$ cat src/rtl/wdt_pkg.sv
package wdt_pkg;
   localparam logic [15:0] WDT_KEY_FIRST_DEF  = 16'h556C;
   localparam logic [15:0] WDT_KEY_SECOND_DEF = 16'hAA39;

   typedef enum logic {
      TRK_WAIT  = 1'b0,
      TRK_ARMED = 1'b1
   } trk_state_e;
endpackage

$ cat src/rtl/wdt_prescaler.sv
module wdt_prescaler #(
   parameter int PRESCALE = 16
) (
   input  logic clk,
   input  logic rst_n,
   input  logic en,
   input  logic clr,
   output logic tick
);
   generate
      if (PRESCALE < 1) begin : g_bad
         $error("wdt_prescaler: PRESCALE must be at least 1");
      end
      if (PRESCALE == 1) begin : g_direct
         assign tick = en & ~clr;
      end else begin : g_count
         localparam int PRE_W = $clog2(PRESCALE);
         localparam logic [PRE_W-1:0] LAST = PRE_W'(PRESCALE - 1);
         logic [PRE_W-1:0] phase;

         assign tick = en & ~clr & (phase == LAST);

         always_ff @(posedge clk or negedge rst_n) begin
            if (!rst_n) begin
               phase <= '0;
            end else if (clr) begin
               phase <= '0;
            end else if (en) begin
               phase <= (phase == LAST) ? '0 : phase + 1'b1;
            end
         end

         assert_phase_frozen_R8 : assert property (@(posedge clk) disable iff (!rst_n)
            (!en && !clr) |=> $stable(phase));
      end
   endgenerate

   assert_tick_idle_R8 : assert property (@(posedge clk) disable iff (!rst_n)
      !en |-> !tick);
endmodule

$ cat src/rtl/wdt_key_tracker.sv
module wdt_key_tracker
   import wdt_pkg::*;
#(
   parameter int          DATA_W     = 16,
   parameter logic [15:0] KEY_FIRST  = WDT_KEY_FIRST_DEF,
   parameter logic [15:0] KEY_SECOND = WDT_KEY_SECOND_DEF
) (
   input  logic              clk,
   input  logic              rst_n,
   input  logic              wr_ok,
   input  logic [DATA_W-1:0] wdata,
   output logic              service
);
   localparam logic [DATA_W-1:0] K1 = DATA_W'(KEY_FIRST);
   localparam logic [DATA_W-1:0] K2 = DATA_W'(KEY_SECOND);

   generate
      if (K1 == K2) begin : g_bad_keys
         $error("wdt_key_tracker: the two keys must differ");
      end
   endgenerate

   trk_state_e state;
   logic       is_first;
   logic       is_second;

   assign is_first  = (wdata == K1);
   assign is_second = (wdata == K2);
   assign service   = wr_ok & is_second & (state == TRK_ARMED);

   always_ff @(posedge clk or negedge rst_n) begin
      if (!rst_n) begin
         state <= TRK_WAIT;
      end else if (wr_ok) begin
         state <= is_first ? TRK_ARMED : TRK_WAIT;
      end
   end

   assert_service_armed_R4 : assert property (@(posedge clk) disable iff (!rst_n)
      service |-> (state == TRK_ARMED));
   assert_reject_clears_R5 : assert property (@(posedge clk) disable iff (!rst_n)
      (wr_ok && !is_first) |=> (state == TRK_WAIT));
   assert_first_arms_R6 : assert property (@(posedge clk) disable iff (!rst_n)
      (wr_ok && is_first) |=> (state == TRK_ARMED));
   assert_idle_holds_R8 : assert property (@(posedge clk) disable iff (!rst_n)
      !wr_ok |=> $stable(state));
endmodule

$ cat src/rtl/wdt_down_counter.sv
module wdt_down_counter #(
   parameter int PERIOD = 1024
) (
   input  logic clk,
   input  logic rst_n,
   input  logic tick,
   input  logic reload,
   output logic expire
);
   localparam int CNT_W = $clog2(PERIOD + 1);
   localparam logic [CNT_W-1:0] FULL = CNT_W'(PERIOD);
   localparam logic [CNT_W-1:0] ONE  = CNT_W'(1);

   generate
      if (PERIOD < 2) begin : g_bad
         $error("wdt_down_counter: PERIOD must be at least 2");
      end
   endgenerate

   logic [CNT_W-1:0] cnt;

   always_ff @(posedge clk or negedge rst_n) begin
      if (!rst_n) begin
         cnt    <= FULL;
         expire <= 1'b0;
      end else begin
         expire <= 1'b0;
         if (reload) begin
            cnt <= FULL;
         end else if (tick) begin
            if (cnt == ONE) begin
               cnt    <= FULL;
               expire <= 1'b1;
            end else begin
               cnt <= cnt - 1'b1;
            end
         end
      end
   end

   assert_pulse_single_R2 : assert property (@(posedge clk) disable iff (!rst_n)
      expire |=> !expire);
   assert_reload_full_R3 : assert property (@(posedge clk) disable iff (!rst_n)
      reload |=> (cnt == FULL && !expire));
   assert_count_range_R1 : assert property (@(posedge clk) disable iff (!rst_n)
      (cnt != '0) && (cnt <= FULL));
endmodule

$ cat src/rtl/wdt_keyed_top.sv
module wdt_keyed_top
   import wdt_pkg::*;
#(
   parameter int          DATA_W     = 16,
   parameter int          ADDR_W     = 4,
   parameter int          SVC_ADDR   = 14,
   parameter int          PERIOD     = 1024,
   parameter int          PRESCALE   = 16,
   parameter logic [15:0] KEY_FIRST  = WDT_KEY_FIRST_DEF,
   parameter logic [15:0] KEY_SECOND = WDT_KEY_SECOND_DEF
) (
   input  logic              clk,
   input  logic              rst_n,
   input  logic              en,
   input  logic [ADDR_W-1:0] addr,
   input  logic [DATA_W-1:0] wdata,
   input  logic              wr,
   input  logic              rd,
   output logic [DATA_W-1:0] rdata,
   output logic              timeout
);
   localparam logic [ADDR_W-1:0] SVC   = ADDR_W'(SVC_ADDR);
   localparam logic [DATA_W-1:0] RD_VAL = '0;

   generate
      if (DATA_W < 16) begin : g_bad_width
         $error("wdt_keyed_top: DATA_W must hold a 16-bit key");
      end
      if (SVC_ADDR < 0 || SVC_ADDR >= (1 << ADDR_W)) begin : g_bad_addr
         $error("wdt_keyed_top: SVC_ADDR outside the address range");
      end
   endgenerate

   logic hit;
   logic wr_ok;
   logic service;
   logic tick;

   assign hit   = (addr == SVC);
   assign wr_ok = wr & en & hit;
   assign rdata = (rd & hit) ? RD_VAL : '0;

   wdt_key_tracker #(
      .DATA_W    (DATA_W),
      .KEY_FIRST (KEY_FIRST),
      .KEY_SECOND(KEY_SECOND)
   ) u_trk (
      .clk    (clk),
      .rst_n  (rst_n),
      .wr_ok  (wr_ok),
      .wdata  (wdata),
      .service(service)
   );

   wdt_prescaler #(
      .PRESCALE(PRESCALE)
   ) u_pre (
      .clk  (clk),
      .rst_n(rst_n),
      .en   (en),
      .clr  (service),
      .tick (tick)
   );

   wdt_down_counter #(
      .PERIOD(PERIOD)
   ) u_cnt (
      .clk   (clk),
      .rst_n (rst_n),
      .tick  (tick),
      .reload(service),
      .expire(timeout)
   );

   assert_service_masks_R7 : assert property (@(posedge clk) disable iff (!rst_n)
      service |=> !timeout);
   assert_disabled_quiet_R8 : assert property (@(posedge clk) disable iff (!rst_n)
      !en |=> !timeout);
   assert_foreign_addr_R10 : assert property (@(posedge clk) disable iff (!rst_n)
      !hit |-> !service);
endmodule

$ cat config.mk
export PLATFORM = sky130hd
export DESIGN_NAME = wdt_keyed_top
export DESIGN_NICKNAME = d
export VERILOG_FILES = /design/src/rtl/wdt_pkg.sv /design/src/rtl/wdt_prescaler.sv /design/src/rtl/wdt_key_tracker.sv /design/src/rtl/wdt_down_counter.sv /design/src/rtl/wdt_keyed_top.sv
export SDC_FILE = /design/constraint.sdc
export NUM_CORES = 1
export LEC_CHECK = 0
export BUFFER_PORTS_ARGS = -buffer_cell sky130_fd_sc_hd__clkbuf_2
export CORE_AREA = 2 2 55 57
export CTS_BUF_LIST = sky130_fd_sc_hd__clkbuf_4 sky130_fd_sc_hd__clkbuf_8
export DETAILED_ROUTE_END_ITERATION = 6
export DIE_AREA = 0 0 57 59
export PLACE_DENSITY = 0.71
export SLEW_MARGIN = 20
export SYNTH_ARGS = -nofsm -noshare
export SYNTH_HDL_FRONTEND = slang
export SYNTH_SLANG_ARGS = --single-unit
$ cat constraint.sdc
create_clock -name clk -period 1.9 [get_ports clk]
set_input_delay 0.19 -clock clk [delete_from_list [all_inputs] [get_ports clk]]
set_output_delay 0.19 -clock clk [all_outputs]
set_load 0.01 [all_outputs]
==> Yosys cells after proc, flatten, opt, wreduce, memory -nomap -nowiden <==
Cells that the tools add are included.
{ "word_totals": {"regBits": 17, "latch_bits": 0, "mem_bits_rw": 0, "mem_bits_ro": 0, "input_bits": 25, "output_inout_bits": 17, "word_cells": 30, "mem_count": 0} }
{ "op_classes": {"n_addsub": 2, "n_mul": 0, "div_mod_pow": 0, "magnitude_cmp": 0, "eq_ne": 5, "n_shift": 0, "n_mux": 10, "bitwise": 7, "reduce_logical": 2} }
{ "ops": {"columns": ["cell", "count"], "rows": [
  ["$mux 11", 3],
  ["$eq 16x15->1 const B", 1],
  ["$eq 16x16->1 const B", 1],
  ["$mux 4", 3],
  ["$eq 11x1->1 const B", 1],
  ["$sub 11x1->11 const B", 1],
  ["$eq 4x4->1 const B", 2],
  ["$and 1x1->1", 6],
  ["$add 4x1->4 const B", 1],
  ["$mux 1", 4],
  ["$reduce_bool 2->1", 2],
  ["$not 1->1", 1]
]} }

==> Logic depth before layout (Yosys ltp) <==
Gate-level depths: netlist (run 1).
{ "depth": {"depth_word": 9, "depth_mapped": 6, "depth_no_buf": 6} }

==> By module <==
From an unflattened synthesis (run 1), not the netlist that was laid out.
{ "unflattened": {"cells_unflattened": 119, "area_unflattened_um2": 1119.8} }
{ "by_module_without_submodules": {"columns": ["mod", "n_inst", "cells_per_inst", "area_per_inst_um2", "seq_area_each_um2"], "rows": [
  ["wdt_down_counter", 1, 65, 653.1, 301.5],
  ["wdt_prescaler", 1, 21, 202.7, 100.1],
  ["wdt_keyed_top", 1, 19, 142.6, 0.0],
  ["wdt_key_tracker", 1, 14, 121.4, 25.0]
]} }

==> Worst setup path after synthesis (run 1) <==
OpenSTA, ideal clock, no wires.
{ "synth_path": {"path_kind": "register to register", "start": "register u_cnt.cnt[0]", "end": "register u_cnt.cnt[10]", "setup_time_ns": 0.082, "arrival_time_ns": 1.631, "t_required_ns": 1.818, "setup_slack_ns": 0.187, "stages_incl_launch_ff": 7, "n_path_buf": 0, "synth_period_minus_slack_ns": 1.713, "cell_sequence": "dfrtp_1 inv_1 ha_1 nor4b_1 nor2b_1 nand3_1 a211o_1"} }
{ "synth_via": {"elab_chain_cells": 4, "word_cells_on_any_way": 5, "classes_between": "add/sub (1); eq/ne (1); mux (3)"} }
{ "synth_rtl": {"columns": ["item", "line", "source"], "rows": [
  ["start, declared", "wdt_down_counter.sv:20", "logic [CNT_W-1:0] cnt;"],
  ["start signal, assigned", "wdt_down_counter.sv:35", "cnt <= cnt - 1'b1;"],
  ["$sub 11x1->11 or $eq 11x1->1 (tied branches)", "wdt_down_counter.sv:35, wdt_down_counter.sv:31", null],
  ["$mux 11 (*)", "wdt_down_counter.sv:31", "if (cnt == ONE) begin"],
  ["$mux 11 (*)", "wdt_down_counter.sv:30", "end else if (tick) begin"],
  ["$mux 11 (*)", "wdt_down_counter.sv:28", "if (reload) begin"]
]} }
Mark *: on every way between the ends. The rest lies on a longest branch, timed or not. The select of a mux whose other input is x is not followed.
A chain may end at the register's enable or synchronous reset.

==> Final worst setup path (run 1) <==
Ends and elaborated chain as after synthesis.

==> run_results.csv, run 1 <==
group,metric,value,unit
cells_and_area,n_fill_cell,253,
clock_tree,htree_levels,1,
sta,period_needed,1710,ps
synthesis,yosys_warnings,0,
synthesis,synthTopCellsByCount,"16 x buf_4, 16 x dfrtp_1, 16 x nand2_1, 9 x a21oi_1, 9 x nor2_1",
placed_design,place_ws,39.6,ps
min_path,hold_path_class,"in -> reg",
grt,grt_overflow,0,
setup_path,path_cells,"inv_1, ha_1, nor4b_2, nor2b_2, nand3_1, a211o_1",
floorplanning,ios,42,
clock_tree,clock-sinks,17,
synthesis,async_flop_share,100,%
route,drt_pass1_iterations,4,
clock_tree,root_buffer,"clkbuf_4",
cells_and_area,layout-drive-gt1-share,24.2,%
synthesis,postSynthCellCount,134,
placed_design,numPortBuffers,24,
clock_tree,clkTransAtPathRegs,100,ps
sta,hold_viol_final,0,
sta,max_freq,586,MHz
setup_path,crit_fanout,4,
route,ant_nets,0,
setup_path,crit_required,2130,ps
setup_path,cp-start-kind,"flip-flop",
grt,grt.total_usage,16.0,%
power,ir_drop,0.718,mV
sta,finalSetupViolCount,0,
sta,slew_viol_final,0,
setup_path,endpoint_kind,"flip-flop",
synthesis,ys_ff_latch,17,
grt,grt_pass1_vias,1044,
sta,rsz0062_at_grt,"no",
floorplanning,die_h,59,microns
clock_tree,cts_buffers,3,
route,vias_per_cell,5.48,
synthesis,synth_ff_type,"dfrtp_1",
run,cap_violations,0,
grt,grt_max_degree,18,
status,status,"completed",
cells_and_area,nNetsFinal,194,
sta,finClkSkew,1.95,ps
cells_and_area,diodes,0,
route,post_drt_wl_per_cell,12.3,microns
power,p_leak,0.000656,uW
cells_and_area,syn2layout_area_growth,15.4,%
sta,worst_slack,192,ps
setup_path,critPathKind,"reg -> reg",
sta,holdWs,183,ps
sta,tns,0,ps
sta,fin_crit_sh,89.9,%
synthesis,avgSynthCellArea,8.85,sq um
power,pwr_density_cell,1030,mW/mm^2
synthesis,seq_area_frac_synth,36.0,%
clock_tree,clockBufferDepth,2,
floorplanning,start_util,43.8,%
synthesis,syn_area,0.00119,sq mm
synthesis,ys_top_cells_by_area,"dfrtp_1 34%, buf_4 10%, nand2_1 5.1%",
synthesis,synth_edf_count,0,
synthesis,synth_top_area_share,33.8,%
clock_tree,clk_latency,290,ps
floorplanning,core_area,0.00271,sq mm
setup_path,crit_path_top_delay_cell,"dfrtp_1",
setup_path,critPathMaxStageDelay,410,ps
sta,worst_pin_slew,493,ps
floorplanning,die_area,0.00336,sq mm
placed_design,place.gp.congestion,0.898,
setup_path,cp_data_arrival_time,1940,ps
grt,antenna_found_initial,0,
route,vias,1075,
synthesis,synth_cell_type_count,41,
route,drc,0,
placed_design,dp_hpwl,1930,microns
sta,slew-limit-headroom,66.8,%
grt,grt_pass1_wl,4310,microns
synthesis,synth_top_area_cell,"dfrtp_1",
floorplanning,rows,19,
clock_tree,tritoncts,"yes",
floorplanning,die_x,57,microns
route,drt_iter0_drc,40,
route,totalWireLength,2410,microns
[worst max-delay path: cells and delay by family (launching register included)]
kind                       cells  cell delay, ps
DFF                            1             410
adders and majority gates      1             220
and+or+nand+nor                3             610
buffers and inverters          1             100
AOI/OAI and AO/OA              1             310
[where the power goes]
part / switching, uW / internal [uW]
logic: 320 / 285
registers: 134 / 479
clock network: 119 / 78.4
[layer usage]
layer / up-vias / track usage [%] / share of wire (%)
li1: 531 / - / -
met1: 502 / 20.0 / 42
met2: 40 / 28.2 / 51
met3: 2 / 1.97 / 6.2
met4: 0 / 6.31 / 0.58
met5: - / 0 / 0
[cells by family (layout without fill, tap and decap cells)]
group           after synthesis  count (layout)  share of synthesized area, %
simple gates                 60              60                          30.8
compound gates               26              26                          14.5
buf+inv                      25              41                          13.7
flops                        17              17                          36.0
fa+ha+maj                     3               3                          3.16
other cells                   1              16                         0.316
xor+xnor                      1               1                         0.739
mux                           1               1                         0.844
[flip-flops by register name (all words and copies together), names as in the netlist]
signal / flops
u_trk.state: 1
u_pre.g_count.phase: 4
u_cnt.cnt: 11
u_cnt.expire: 1
[worst paths after layout]
| kind | from | to | slack [ps] | cells past startpoint |
|---|---|---|---|---|
| max | u_cnt.cnt[0] | u_cnt.cnt[10] | 190 | 6 |
| min | addr[3] | u_trk.state | 180 | 3 |
| max reg2reg | u_cnt.cnt[0] | u_cnt.cnt[10] | 190 | 6 |
| min reg2reg | u_pre.g_count.phase[3] | u_pre.g_count.phase[3] | 540 | 1 |
| max in group asynchronous | rst_n | u_cnt.cnt[10] | 1230 | 2 |
| min in group asynchronous | rst_n | u_cnt.cnt[6] | 340 | 2 |
[repair_timing]
action	in CTS	in global routing
hold buffers	1	0
buffers inserted	0	0
resized for setup	0	2
endpoints found under the setup margin	0	3
endpoints found under the hold margin	16	0
[through the flow]
stage	area [sq um]	utilization (%)	cells	power (uW)
final	1370	50.5	196	1410
after global placement	1320	48.8	191	1170
after CTS	1360	50.2	196	1410
after global routing	1370	50.5	196	1530
after detailed placement	1320	48.8	191	1210
after floorplan	1240	-	149	1030
[placed cells by master, fill, tap and decap left out, types with 4 or more instances in the layout]
cell | netlist | routed
clkbuf_2 | 0 | 24
nand2_1 | 16 | 16
a21oi_1 | 9 | 9
nand3_1 | 4 | 4
inv_1 | 5 | 5
nor2_1 | 9 | 9
buf_4 | 16 | 6
conb_1 | 1 | 16
o31ai_1 | 4 | 4
dfrtp_1 | 16 | 16
[area by class of cell]
cell class | count | area, sq um | share of cell area [%]
repair buffers | 32 | 195 | 14.3
inverters | 5 | 18.8 | 1.37
well taps | 31 | 38.8 | 2.83
clock buffers | 3 | 22.5 | 1.65
clock inverters | 1 | 5.00 | 0.366
multi-input cells | 107 | 662 | 48.4
flip-flops and latches | 17 | 427 | 31.2
(Power assumes the default switching activity.)
==> run 2, diff against run 1 <==
==> constraint.sdc (replaced) <==
create_clock -name clk -period 1.9 [get_ports clk]
set_input_delay 0.285 -clock clk [delete_from_list [all_inputs] [get_ports clk]]
set_output_delay 0.285 -clock clk [all_outputs]
set_load 0.01 [all_outputs]
==> run 2 against run 1 <==
Sequential share of layout area down 0.057 points. Combinational power about the same. Via count up 2.2%. Clock skew up 1.0 ps. First-iteration DRC count up 40%. Worst setup slack worse by 70 ps. Largest power group unchanged.
==> run_results.csv, run 2 (synthesized netlist as in run 1, its figures left out) <==
group,metric,value,unit
setup_path,critPathBufInv,1,
power,p_int,857,uW
setup_path,critPathMaxStageDelay,410,ps
sta,tns,0,ps
route,drt_pass1_iterations,4,
clock_tree,cts_setup_buffers,0,
placed_design,numPortBuffers,24,
power,p_clk_share,14.4,%
floorplanning,start_util,43.8,%
sta,fin_crit_sh,93.6,%
setup_path,cp_data_arrival_time,2000,ps
cells_and_area,final_common_cell,"clkbuf_2",
grt,grt_max_degree,18,
clock_tree,tritoncts,"yes",
setup_path,cpLargestDelayFamily,"simple AND/OR/NAND/NOR gates",
grt,grt_overflow,0,
power,power.switching,570,uW
sta,finalSetupViolCount,0,
cells_and_area,final_util,50.6,%
clock_tree,clk_latency,280,ps
sta,period_needed,1780,ps
cells_and_area,nNetsFinal,194,
sta,worst_pin_slew,537,ps
setup_path,reg2reg_from,"u_cnt.cnt[0]",
cells_and_area,max_flop_register,"u_cnt.cnt",
clock_tree,clkTransAtPathRegs,100,ps
setup_path,crit_fanout,4,
setup_path,endpoint_kind,"flip-flop",
run,cap_violations,0,
cells_and_area,design_area,0.00137,sq mm
clock_tree,clockBufferDepth,2,
cells_and_area,largest_reg_flops,11,
clock_tree,cts_buffers,3,
sta,finClkSkew,2.98,ps
grt,antenna_found_initial,0,
power,p_leak,0.000656,uW
setup_path,critPathKind,"reg -> reg",
cells_and_area,layout-drive-gt1-share,24.2,%
sta,worst_slack,122,ps
power,power_frac_comb,42.6,%
setup_path,r2r_slack,120,ps
grt,grt_pass1_vias,997,
route,post_drt_wl_per_cell,12.7,microns
min_path,hold_path_class,"in -> reg",
power,p_seq_share,43.0,%
cells_and_area,largestRegisters,"u_cnt.cnt x11, u_pre.g_count.phase x4",
placed_design,place_ws,-0.984,ps
power,ir_drop,0.532,mV
sta,slew_viol_final,0,
sta,rsz0062_at_grt,"no",
setup_path,r2r_cells,6,
floorplanning,ios,42,
route,drt_iter0_drc,56,
placed_design,dp_hpwl,1920,microns
route,vias,1099,
setup_path,crit_start,"u_cnt.cnt[0]",
cells_and_area,syn2layout_area_growth,15.6,%
power,switching_share,39.9,%
status,status,"completed",
floorplanning,rows,19,
sta,slew-limit-headroom,63.9,%
clock_tree,clock-sinks,17,
placed_design,place.gp.congestion,0.796,
grt,grt_pass1_wl,4020,microns
setup_path,endpoint,"u_cnt.cnt[10]",
power,pwr_density_cell,1040,mW/mm^2
floorplanning,die_h,59,microns
setup_path,reg2reg_to,"u_cnt.cnt[10]",
floorplanning,die_x,57,microns
route,ant_nets,0,
clock_tree,htree_levels,1,
setup_path,path_cells,"inv_1, ha_1, nor4b_2, nor2b_2, nand3_1, a211o_1",
route,vias_per_cell,5.61,
clock_tree,root_buffer,"clkbuf_4",
floorplanning,die_area,0.00336,sq mm
placed_design,dpl_cell_area,0.00132,sq mm
cells_and_area,layout_common_cells,"24 x clkbuf_2, 16 x nand2_1, 16 x conb_1, 16 x dfrtp_1",
setup_path,crit_path_top_delay_cell,"dfrtp_1",
cells_and_area,diodes,0,
route,drc,0,
setup_path,crit_required,2120,ps
cells_and_area,n_fill_cell,265,
setup_path,cp-start-kind,"flip-flop",
sta,hold_viol_final,0,
floorplanning,core_area,0.00271,sq mm
grt,grt.total_usage,15.2,%
setup_path,path_depth,6,
sta,max_freq,562,MHz
route,totalWireLength,2490,microns
sta,holdWs,301,ps
==> run 2: cell types whose count changed in the layout (fill, tap and decap cells not counted) <==
cell | before | now
clkinv_2 | 1 | 0
clkbuf_4 | 3 | 4
==> run 2: layout make-up <==
cell class | instances | area, sq um | share of cell area, %
repair buffers | 32 | 195 | 14.2
inverters | 5 | 18.8 | 1.37
multi-input cells | 107 | 662 | 48.3
clock buffers | 4 | 30.0 | 2.19
flip-flops and latches | 17 | 427 | 31.1
well taps | 31 | 38.8 | 2.83
==> run 2: repair_timing <==
item / in CTS / in global routing
resized for setup: 0 / 2
endpoints found under the hold margin: 16 / 0
setup endpoints to repair: 0 / 2
hold buffers: 1 / 0
==> run 2: metal layers <==
layer	part of all wire (%)	wire, microns	GRT usage [%]
met5	0	0	0
met4	2.7	68	9.97
met3	7.7	191	1.53
met2	50	1250	28.4
met1	40	986	16.2
==> run 2: through the flow <==
stage	instances	total power [uW]
after CTS	196	1410
final	196	1430
after detailed placement	191	1200
after global placement	191	1170
after global routing	196	1550
after floorplan	149	1030
==> run 2: worst min-delay path by stage <==
stage          depth (start not counted)       from      endpoint
6_report                               3    addr[3]   u_trk.state
3_5_place_dp                           1      rst_n  u_cnt.cnt[7]
4_1_cts                                3    addr[3]   u_trk.state
5_1_grt                                4  wdata[13]   u_trk.state
3_3_place_gp                           1      rst_n  u_cnt.cnt[7]
2_1_floorplan                          0      rst_n  u_cnt.cnt[0]
==> run 2: power groups by stage <==
stage / Combinational, uW / Clock [uW] / Sequential [uW]
after floorplan: 455 / 0 / 576
after global placement: 565 / 0 / 603
after detailed placement: 588 / 0 / 610
after CTS: 594 / 211 / 604
after global routing: 687 / 224 / 636
final: 608 / 206 / 613
==> run 2: worst register-to-register path: cells and delay by family, from the launching register on <==
kind / cells / cell delay (ps)
AND/OR/NAND/NOR: 3 / 680
adder cells (fa/ha/maj): 1 / 220
AO/OA/AOI/OAI: 1 / 310
buffers and inverters: 1 / 100
flip-flops: 1 / 410
==> run 3, diff against run 2 <==
--- a/config.mk
+++ b/config.mk
@@ -5,12 +5,13 @@
 export SDC_FILE = /design/constraint.sdc
 export NUM_CORES = 1
 export LEC_CHECK = 0
+export ABC_AREA = 1
 export BUFFER_PORTS_ARGS = -buffer_cell sky130_fd_sc_hd__clkbuf_2
-export CORE_AREA = 2 2 55 57
+export CORE_AREA = 2 2 59 61
 export CTS_BUF_LIST = sky130_fd_sc_hd__clkbuf_4 sky130_fd_sc_hd__clkbuf_8
 export DETAILED_ROUTE_END_ITERATION = 6
-export DIE_AREA = 0 0 57 59
-export PLACE_DENSITY = 0.71
+export DIE_AREA = 0 0 61 63
+export PLACE_DENSITY = 0.7
 export SLEW_MARGIN = 20
 export SYNTH_ARGS = -nofsm -noshare
 export SYNTH_HDL_FRONTEND = slang
==> run 3 against run 2 <==
Count of clock-buffer cells in the layout did not move. Die area increased by 14%. Combinational power rose by 49%. Synthesized cell count increased by 51%. Area after synthesis is 18% higher. Sequential share of layout area decreased by 3.1 points. Maximum frequency increased by 11%. Total power increased by 23%. Highest routed layer unchanged. Hold slack lost 14 ps.
==> run_results.csv, run 3 <==
group,metric,value,unit
status,status,"completed",
cells_and_area,max_flop_register,"u_cnt.cnt",
floorplanning,die_area,0.00384,sq mm
power,pwr_density_cell,1150,mW/mm^2
synthesis,avgSynthCellArea,6.94,sq um
sta,slew_viol_final,0,
power,ir_drop,0.308,mV
floorplanning,rows,21,
sta,max_freq,626,MHz
cells_and_area,syn2layout_area_growth,8.65,%
setup_path,critPathKind,"reg -> reg",
synthesis,synth_edf_count,0,
clock_tree,tritoncts,"yes",
floorplanning,ios,42,
sta,tns,0,ps
synthesis,synth.most_common_cell,"nand2_1",
synthesis,synth_top_area_cell,"dfrtp_1",
route,totalWireLength,2530,microns
setup_path,crit_required,2140,ps
synthesis,ys_top_cells_by_area,"dfrtp_1 29%, nand2_1 12%, nand3_1 11%",
floorplanning,start_util,43.4,%
synthesis,yosys_warnings,0,
synthesis,synth_ff_type,"dfrtp_1",
sta,rsz0062_at_grt,"no",
sta,fin_crit_sh,84.1,%
sta,hold_viol_final,0,
cells_and_area,layout-drive-gt1-share,19.5,%
sta,finClkSkew,5.53,ps
placed_design,dp.cells,267,
clock_tree,clock-sinks,17,
grt,grt_pass1_vias,1167,
floorplanning,core_area,0.00323,sq mm
route,vias,1272,
grt,grt_pass1_wl,4550,microns
synthesis,ys_ff_latch,17,
cells_and_area,final_common_cell,"nand2_1",
clock_tree,clockBufferDepth,2,
floorplanning,die_x,61,microns
synthesis,postSynthCellCount,202,
route,drc,0,
synthesis,async_flop_share,100,%
clock_tree,clk_latency,300,ps
clock_tree,htree_levels,1,
grt,grt_max_degree,22,
cells_and_area,largestRegisters,"u_cnt.cnt x11, u_pre.g_count.phase x4",
floorplanning,die_h,63,microns
grt,antenna_found_initial,0,
setup_path,cp_data_arrival_time,1840,ps
clock_tree,root_buffer,"clkbuf_4",
min_path,hold_path_class,"in -> reg",
grt,grt.total_usage,15.1,%
setup_path,cp-start-kind,"flip-flop",
clock_tree,clkTransAtPathRegs,100,ps
clock_tree,cts_resized,0,
route,drt_iter0_drc,42,
synthesis,synth_top_area_share,28.5,%
synthesis,syn_area,0.00140,sq mm
cells_and_area,diodes,0,
power,p_leak,0.000811,uW
setup_path,crit_fanout,5,
synthesis,seq_area_frac_synth,30.4,%
route,post_drt_wl_per_cell,9.31,microns
cells_and_area,largest_reg_flops,11,
run,cap_violations,0,
synthesis,synth_cell_type_count,29,
route,ant_nets,0,
route,drt_pass1_iterations,4,
placed_design,place.gp.congestion,0.809,
cells_and_area,nNetsFinal,255,
cells_and_area,fin_cells,272,
cells_and_area,n_fill_cell,357,
sta,finalSetupViolCount,0,
sta,period_needed,1600,ps
cells_and_area,multiInputGateArea,805,sq um
grt,grt_overflow,0,
cells_and_area,layout_common_cells,"45 x nand2_1, 32 x nand3_1, 28 x nor2_1",
placed_design,numPortBuffers,24,
clock_tree,cts_buffers,3,
synthesis,synthTopCellsByCount,"45 x nand2_1, 32 x nand3_1, 28 x nor2_1, 17 x buf_4, 16 x dfrtp_1",
placed_design,dp_hpwl,1970,microns
setup_path,endpoint_kind,"flip-flop",
cells_and_area,seq_area,427,sq um
route,vias_per_cell,4.68,
[run 3: cell count changes after synthesis, moves of 3 or more]
cell / before / now
inv_2: 0 / 3
xnor2_1: 0 / 3
or3_1: 3 / 0
nand3_1: 4 / 32
nand2_1: 16 / 45
nor2_1: 9 / 28
o31ai_1: 4 / 0
nor4b_1: 4 / 0
nor4bb_1: 3 / 0
inv_1: 5 / 15
nor2_2: 0 / 3
a21oi_1: 9 / 4
o41ai_1: 3 / 0
[run 3: path summary, 6_finish.rpt]
check	start	end	slack (ps)	cells after the start
worst max-delay path	u_cnt.cnt[0]	u_cnt.cnt[10]	300	10
min in group asynchronous	rst_n	u_cnt.cnt[7]	440	2
worst min-delay path	wdata[7]	u_trk.state	290	4
worst min register to register	u_cnt.cnt[10]	u_cnt.cnt[10]	520	2
max in group asynchronous	rst_n	u_cnt.cnt[10]	1140	2
worst max register to register	u_cnt.cnt[0]	u_cnt.cnt[10]	300	10
[run 3: final cells by class]
class                           count  area share (%)
Clock buffer                        4            1.97
Inverter                           18            4.43
Multi-Input combinational cell    161            52.8
Sequential cell                    17            28.0
Tap cell                           46            3.78
Timing Repair Buffer               26            9.03
[run 3: cells by family (layout without fill, tap and decap cells)]
logic type,count (synthesis),in the layout,share of synthesized area (%)
compound gates,10,10,4.01
xor+xnor,6,6,3.75
fa+ha+maj,3,3,2.68
buf+inv,39,48,16.2
flops,17,17,30.4
other cells,1,16,0.267
simple gates,126,126,42.6
[run 3: power by group]
part / leakage (uW) / switching [uW] / internal (uW)
sequential: 0.000220 / 142 / 494
clock: 0.0000184 / 118 / 96.0
combinational: 0.000573 / 523 / 380
total: 0.000811 / 783 / 970
[run 3: metrics by stage]
step	instance area [sq um]	hold WS (ps)	total power [uW]	utilization [%]	setup WS [ps]
after global placement	1480	248	1530	45.9	347
after global routing	1520	315	1960	47.2	97.5
after CTS	1520	281	1770	47.2	307
final	1520	287	1750	47.2	302
after detailed placement	1480	247	1550	45.9	323
after floorplan	1460	-10.6	1400	-	506
[run 3: repair_timing]
| item | 4_1_cts | 5_1_grt |
|---|---|---|
| hold buffers | 1 | 0 |
| setup buffers | 0 | 0 |
| endpoints found under the hold margin | 16 | 0 |
[run 3: layer usage]
layer,vias to the layer above,wire length (microns),GRT usage (%)
met3,4,108,1.45
met1,571,1160,18.7
li1,665,-,-
met5,-,0,0
met2,32,1220,25.7
met4,0,48,6.52
[run 3: worst max-delay path: stages, from the launching register on]
cell	delay [ps]
dfrtp_1	440
inv_1	130
ha_1	260
nand2_1	120
nor2_1	220
nand2_1	80
nand2_1	70
nand2_1	50
nand3_1	60
nand2_1	50
nand2_1	80
